### src/rtl/srl_pkg.sv
package srl_pkg;
  localparam int NSRC = 4;
  localparam int REG_W = 2 * NSRC;

  // hardware source slots inside the enable vectors
  localparam int SRC_CMP1 = 0;
  localparam int SRC_CMP2 = 1;
  localparam int SRC_PIN  = 2;
  localparam int SRC_STB  = 3;

  // control register fields
  localparam int CTL_LEN   = 0;
  localparam int CTL_QOE   = 1;
  localparam int CTL_QNOE  = 2;
  localparam int CTL_FWSET = 3;
  localparam int CTL_FWRST = 4;

  function automatic logic any_enabled(input logic [NSRC-1:0] src,
                                       input logic [NSRC-1:0] en);
    return |(src & en);
  endfunction

  // reset has priority over set
  function automatic logic latch_next(input logic cur, input logic set_i,
                                      input logic clr_i);
    if (clr_i) return 1'b0;
    if (set_i) return 1'b1;
    return cur;
  endfunction
endpackage

### src/rtl/srl_sync.sv
module srl_sync #(
  parameter int W = 1,
  parameter int STAGES = 2
) (
  input  logic         clk,
  input  logic         rst_n,
  input  logic [W-1:0] d_i,
  output logic [W-1:0] q_o
);
  logic [W-1:0] stg [STAGES];

  always_ff @(posedge clk or negedge rst_n) begin
    if (!rst_n) begin
      for (int i = 0; i < STAGES; i++) stg[i] <= '0;
    end else begin
      stg[0] <= d_i;
      for (int i = 1; i < STAGES; i++) stg[i] <= stg[i-1];
    end
  end

  assign q_o = stg[STAGES-1];
endmodule

### src/rtl/srl_pulse.sv
module srl_pulse #(
  parameter int CYC = 2
) (
  input  logic clk,
  input  logic rst_n,
  input  logic trig_i,
  output logic pulse_o
);
  localparam int CW = $clog2(CYC + 1);
  localparam logic [CW-1:0] LOAD = CW'(CYC);

  logic [CW-1:0] cnt_q;

  always_ff @(posedge clk or negedge rst_n) begin
    if (!rst_n)               cnt_q <= '0;
    else if (trig_i)          cnt_q <= LOAD;
    else if (cnt_q != '0)     cnt_q <= cnt_q - 1'b1;
  end

  assign pulse_o = (cnt_q != '0);
endmodule

### src/rtl/srl_regs.sv
module srl_regs
  import srl_pkg::*;
(
  input  logic             clk,
  input  logic             rst_n,
  input  logic             wr_en_i,
  input  logic             wr_addr_i,
  input  logic [REG_W-1:0] wr_data_i,
  input  logic             rd_addr_i,
  output logic [REG_W-1:0] rd_data_o,
  output logic [NSRC-1:0]  set_en_o,
  output logic [NSRC-1:0]  clr_en_o,
  output logic             latch_en_o,
  output logic             q_oe_o,
  output logic             qn_oe_o,
  output logic             fw_set_trig_o,
  output logic             fw_clr_trig_o
);
  logic [REG_W-1:0] en_q;
  logic [2:0]       ctl_q;
  logic             wr_ctl;
  logic [REG_W-1:0] unused_ctl_bits;

  assign wr_ctl = wr_en_i && wr_addr_i;
  assign unused_ctl_bits = wr_data_i;

  always_ff @(posedge clk or negedge rst_n) begin
    if (!rst_n) begin
      en_q  <= '0;
      ctl_q <= '0;
    end else if (wr_en_i) begin
      if (wr_addr_i) ctl_q <= wr_data_i[CTL_QNOE:CTL_LEN];
      else           en_q  <= wr_data_i;
    end
  end

  // self-clearing request bits are never stored
  assign fw_set_trig_o = wr_ctl && wr_data_i[CTL_FWSET];
  assign fw_clr_trig_o = wr_ctl && wr_data_i[CTL_FWRST];

  assign set_en_o   = en_q[NSRC-1:0];
  assign clr_en_o   = en_q[REG_W-1:NSRC];
  assign latch_en_o = ctl_q[CTL_LEN];
  assign q_oe_o     = ctl_q[CTL_QOE];
  assign qn_oe_o    = ctl_q[CTL_QNOE];

  always_comb begin
    rd_data_o = '0;
    if (rd_addr_i) rd_data_o[2:0] = ctl_q;
    else           rd_data_o      = en_q;
  end
endmodule

### src/rtl/srl_latch_periph.sv
module srl_latch_periph
  import srl_pkg::*;
#(
  parameter int SYNC_STAGES = 2,
  parameter int PULSE_CYC   = 2
) (
  input  logic       clk,
  input  logic       rst_n,
  input  logic       cmp1_i,
  input  logic       cmp2_i,
  input  logic       ext_pin_i,
  input  logic       clk_strobe_i,
  input  logic       wr_en_i,
  input  logic       wr_addr_i,
  input  logic [7:0] wr_data_i,
  input  logic       rd_addr_i,
  output logic [7:0] rd_data_o,
  output logic       q_pin_o,
  output logic       qn_pin_o
);
  localparam int NASYNC = 3;

  logic [NSRC-1:0]   set_en, clr_en, src_vec;
  logic [NASYNC-1:0] async_raw, async_sync;
  logic latch_en, q_oe, qn_oe;
  logic fw_set_trig, fw_clr_trig, fw_set_pulse, fw_clr_pulse;
  logic set_any, clr_any, state_q;

  srl_regs u_regs (
    .clk(clk), .rst_n(rst_n),
    .wr_en_i(wr_en_i), .wr_addr_i(wr_addr_i), .wr_data_i(wr_data_i),
    .rd_addr_i(rd_addr_i), .rd_data_o(rd_data_o),
    .set_en_o(set_en), .clr_en_o(clr_en),
    .latch_en_o(latch_en), .q_oe_o(q_oe), .qn_oe_o(qn_oe),
    .fw_set_trig_o(fw_set_trig), .fw_clr_trig_o(fw_clr_trig)
  );

  assign async_raw = {ext_pin_i, cmp2_i, cmp1_i};

  srl_sync #(.W(NASYNC), .STAGES(SYNC_STAGES)) u_sync (
    .clk(clk), .rst_n(rst_n), .d_i(async_raw), .q_o(async_sync)
  );

  always_comb begin
    src_vec           = '0;
    src_vec[SRC_CMP1] = async_sync[0];
    src_vec[SRC_CMP2] = async_sync[1];
    src_vec[SRC_PIN]  = async_sync[2];
    src_vec[SRC_STB]  = clk_strobe_i;
  end

  srl_pulse #(.CYC(PULSE_CYC)) u_fw_set (
    .clk(clk), .rst_n(rst_n), .trig_i(fw_set_trig), .pulse_o(fw_set_pulse)
  );
  srl_pulse #(.CYC(PULSE_CYC)) u_fw_clr (
    .clk(clk), .rst_n(rst_n), .trig_i(fw_clr_trig), .pulse_o(fw_clr_pulse)
  );

  assign set_any = any_enabled(src_vec, set_en) || fw_set_pulse;
  assign clr_any = any_enabled(src_vec, clr_en) || fw_clr_pulse;

  // deliberately no reset: the stored bit survives a device reset
  always_ff @(posedge clk) begin
    state_q <= latch_next(state_q, set_any, clr_any);
  end

  assign q_pin_o  = latch_en && q_oe  &&  state_q;
  assign qn_pin_o = latch_en && qn_oe && !state_q;
endmodule

### config.mk
export PLATFORM = sky130hd
export DESIGN_NAME = srl_latch_periph
export DESIGN_NICKNAME = d
export VERILOG_FILES = /design/src/rtl/srl_pkg.sv /design/src/rtl/srl_sync.sv /design/src/rtl/srl_pulse.sv /design/src/rtl/srl_regs.sv /design/src/rtl/srl_latch_periph.sv
export SDC_FILE = /design/constraint.sdc
export NUM_CORES = 1
export LEC_CHECK = 0
export BUFFER_PORTS_ARGS = -buffer_cell sky130_fd_sc_hd__buf_2
export CORE_MARGIN = 2
export CORE_UTILIZATION = 45
export CTS_CLUSTER_DIAMETER = 40
export DETAILED_ROUTE_END_ITERATION = 6
export PLACE_DENSITY = 0.84
export SLEW_MARGIN = 20
export SYNTH_ARGS = -nofsm -noshare
export SYNTH_HDL_FRONTEND = slang
export SYNTH_SLANG_ARGS = --single-unit
### constraint.sdc
create_clock -name clk -period 1.2 [get_ports clk]
set_input_delay 0 -clock clk [delete_from_list [all_inputs] [get_ports clk]]
set_output_delay 0 -clock clk [all_outputs]
set_load 0.1 [all_outputs]
==> metrics.yaml <==
yosys:
  ys_warn_count: 0
  seq_area_frac_synth_pct: 57.4
  syn_nets: 90
  synth.avg_cell_area_um2: 13.6
  syn_inst: 71
  synth_seq_cells: 22
  synth.distinct_cells: 18
  netlist_area_um2: 968
floorplanning:
  rows: 16
  fp.dieH_um: 50.4
  fp.dieW_um: 50.4
  ios: 27
  dieArea_um2: 2540
  core_um2: 2000
  start_util_pct: 48.4
drt:
  wire_per_inst_um: 13.7
  routed_wl_um: 1990
  num_vias: 697
  drt-initial-drc-count: 22
  vias_per_cell: 4.81
  drt_pass1_iterations: 5
  route.detailed.drc: 0
  ant_nets: 0
global_routing:
  grt-ovfl-total: 0
  grt_first_pass_wirelength_um: 3330
  grtUsageTotal_pct: 18.6
  grt_pass1_vias: 710
  grt_max_degree: 22
  grt_antenna_before_repair: 0
cells_and_area:
  syn_to_final_growth_pct: 58.7
  drive_gt1_share_pct: 49.2
  fin_area_um2: 1540
  fill_cells: 120
  diodes: 0
  register_area_um2: 556
  fin_nets: 138
  multi_input_area_um2: 430
cts:
  clockBufferDepth: 2
  clkSlewWorstSetupHoldPaths_ps: 120
  ctsRootBufferMaster: "clkbuf_4"
  numCtsBuffers: 3
  cts_tree: "done"
  clock-sinks: 22
  h-tree-depth: 1
  insertion_delay_ps: 300
placement:
  place_ws_ps: -51.1
  dp_hpwl_um: 1370
  portBuffers: 26
  gp_congestion: 0.767
  placed_area_um2: 1260
power_and_ir_drop:
  seqPwrFrac_pct: 36.3
  ir_drop_uv: 1430
  clkPwrFrac_pct: 20.4
  p_per_area_nw_per_um2: 1770
  power.leakage_nw: 0.739
  p_sw_share_pct: 34.5
  total_power_w: 0.00272
  p_int_w: 0.00178
  combPwrFrac_pct: 43.2
  netSwitchingPower_w: 0.000940
run_status:
  status: "finished with violations"
  violations: "negative setup slack"
critical_path:
  end_kind: "output pin"
  crit_arrival_ps: 1300
  crit_required_ps: 1200
  cp_slowest_cell: "dfrtp_1"
  critical_path_class: "flop to output pin"
  path_cells: "buf_6 > mux2_4 > buf_12"
  cp_max_fo: 2
  cp-start-kind: "flop"
  crit_path_max_incr_delay_ps: 420
timing:
  fin_crit_ps: 1300
  skew_ps: 2.17
  relSlewSlack_pct: 69.4
  worst_slack_ps: -96.7
  hold_viol_final: 0
  fmax_ghz: 0.771
  fin_crit_sh_pct: 108
  worst_pin_slew_ps: 458
  setup_viol: 3
  grt_setup_unrepaired: "yes"
  slew_viol_final: 0
flow_run:
  max-cap-violations: 0
hold_path:
  hold_class: "input port to flop"
==> final cells by class <==
class	instances	share of cell area (%)
Sequential cell	22	36.2
Timing Repair Buffer	44	29.2
Multi-Input combinational cell	44	28.0
Tap cell	27	2.20
Clock inverter	1	1.95
Clock buffer	3	1.47
Inverter	4	0.977
==> power groups by stage <==
stage	Combinational, W	Sequential, W	Clock, W
finish	0.00118	0.000990	0.000556
global placement	0.000984	0.000995	0
CTS	0.00115	0.000989	0.000567
global route	0.00127	0.00101	0.000596
floorplan	0.000741	0.000980	0
detailed placement	0.00103	0.00100	0
==> Yosys cell counts <==
| cell | count | area, µm² |
|---|---|---|
| dfrtp_1 | 21 | 526 |
| mux2_4 | 8 | 120 |
| mux2_2 | 6 | 67.6 |
| nand2_1 | 6 | 22.5 |
| nor2b_1 | 5 | 31.3 |
| inv_1 | 4 | 15.0 |
| nand3_1 | 3 | 15.0 |
| a222oi_1 | 2 | 20.0 |
| and2_1 | 2 | 12.5 |
| and3_1 | 2 | 12.5 |
| ha_1 | 2 | 25.0 |
| nor2_1 | 2 | 7.51 |
| o211ai_1 | 2 | 15.0 |
| xnor2_1 | 2 | 17.5 |
| buf_6 | 1 | 11.3 |
| edfxtp_1 | 1 | 30.0 |
| nand2b_1 | 1 | 6.26 |
| nor2b_4 | 1 | 13.8 |
==> metrics by stage <==
step	setup TNS [ps]	hold WS, ps	cells	util, %
6_report	-248	28.5	145	76.8
4_1_cts	-147	26.1	143	75.1
5_1_grt	-470	47.0	145	76.8
2_1_floorplan	0	-296	71	-
3_5_place_dp	-51.1	-26.9	126	63.1
3_3_place_gp	0	-29.5	126	63.1
==> cell families after synthesis <==
group                      count (synthesis)  synth area share, %
AOI/OAI and AO/OA                          4                 3.62
xor gates and xnor gates                   2                 1.81
adders and majority gates                  2                 2.58
buffers and inverters                      5                 2.71
DFF                                       22                 57.4
muxes                                     14                 19.4
and+or+nand+nor                           22                 12.5
==> placed cells by master (no fill, tap or decap), drive strengths merged, types with 2 or more instances in the layout <==
| master | netlist | layout |
|---|---|---|
| clkbuf | 0 | 3 |
| nand3 | 3 | 3 |
| and2 | 2 | 2 |
| inv | 4 | 4 |
| nor2b | 6 | 6 |
| xnor2 | 2 | 2 |
| ha | 2 | 2 |
| nand2 | 6 | 6 |
| dfrtp | 21 | 21 |
| dlygate4sd3 | 0 | 12 |
| mux2 | 14 | 14 |
| a222oi | 2 | 2 |
| and3 | 2 | 2 |
| nor2 | 2 | 2 |
| o211ai | 2 | 2 |
| buf | 1 | 32 |
==> path summary, 6_finish.rpt <==
check	startpoint	to	slack, ps	cells past startpoint
worst max-delay path	u_regs.en_q[1]$_DFFE_PN0P_	rd_data_o[1]	-100	3
worst min-delay path	wr_en_i	u_fw_set.cnt_q[1]$_DFFE_PN0P_	30	3
worst max register to register	u_regs.en_q[1]$_DFFE_PN0P_	state_q$_SDFFCE_PP0P_	-80	3
worst min register to register	u_sync.stg[4]$_DFF_PN0_	u_sync.q_o[1]$_DFF_PN0_	360	0
max in group asynchronous	rst_n	u_sync.stg[4]$_DFF_PN0_	710	2
min in group asynchronous	rst_n	u_regs.ctl_q[2]$_DFFE_PN0P_	170	2
==> repair_timing <==
action                                 in CTS  in global routing
resized for setup                          16                  3
setup buffers                               1                  2
hold buffers                               12                  0
setup endpoints to repair                   4                  7
endpoints found under the hold margin      36                  0
pin swaps                                   2                  4
==> state kept, by name, summed over array words and instances (netlist names) <==
signal / cells
state_q: 1
u_fw_set.cnt_q: 2
u_regs.en_q: 8
u_sync.stg: 3
u_fw_clr.cnt_q: 2
u_regs.ctl_q: 3
u_sync.q_o: 3
==> layer usage <==
| layer | part of all wire (%) | global-route usage (%) |
|---|---|---|
| met5 | 0 | 0 |
| met4 | 2.5 | 10.8 |
| met1 | 43 | 23.1 |
| met3 | 5.0 | 2.08 |
| met2 | 49 | 31.4 |
==> critical path, delay by kind of cell, from the launching register on <==
kind	cells	cell delay [ps]
buffers and inverters	2	300
flip-flops	1	420
multiplexers	1	270
Power figures use the tool's default switching activity.
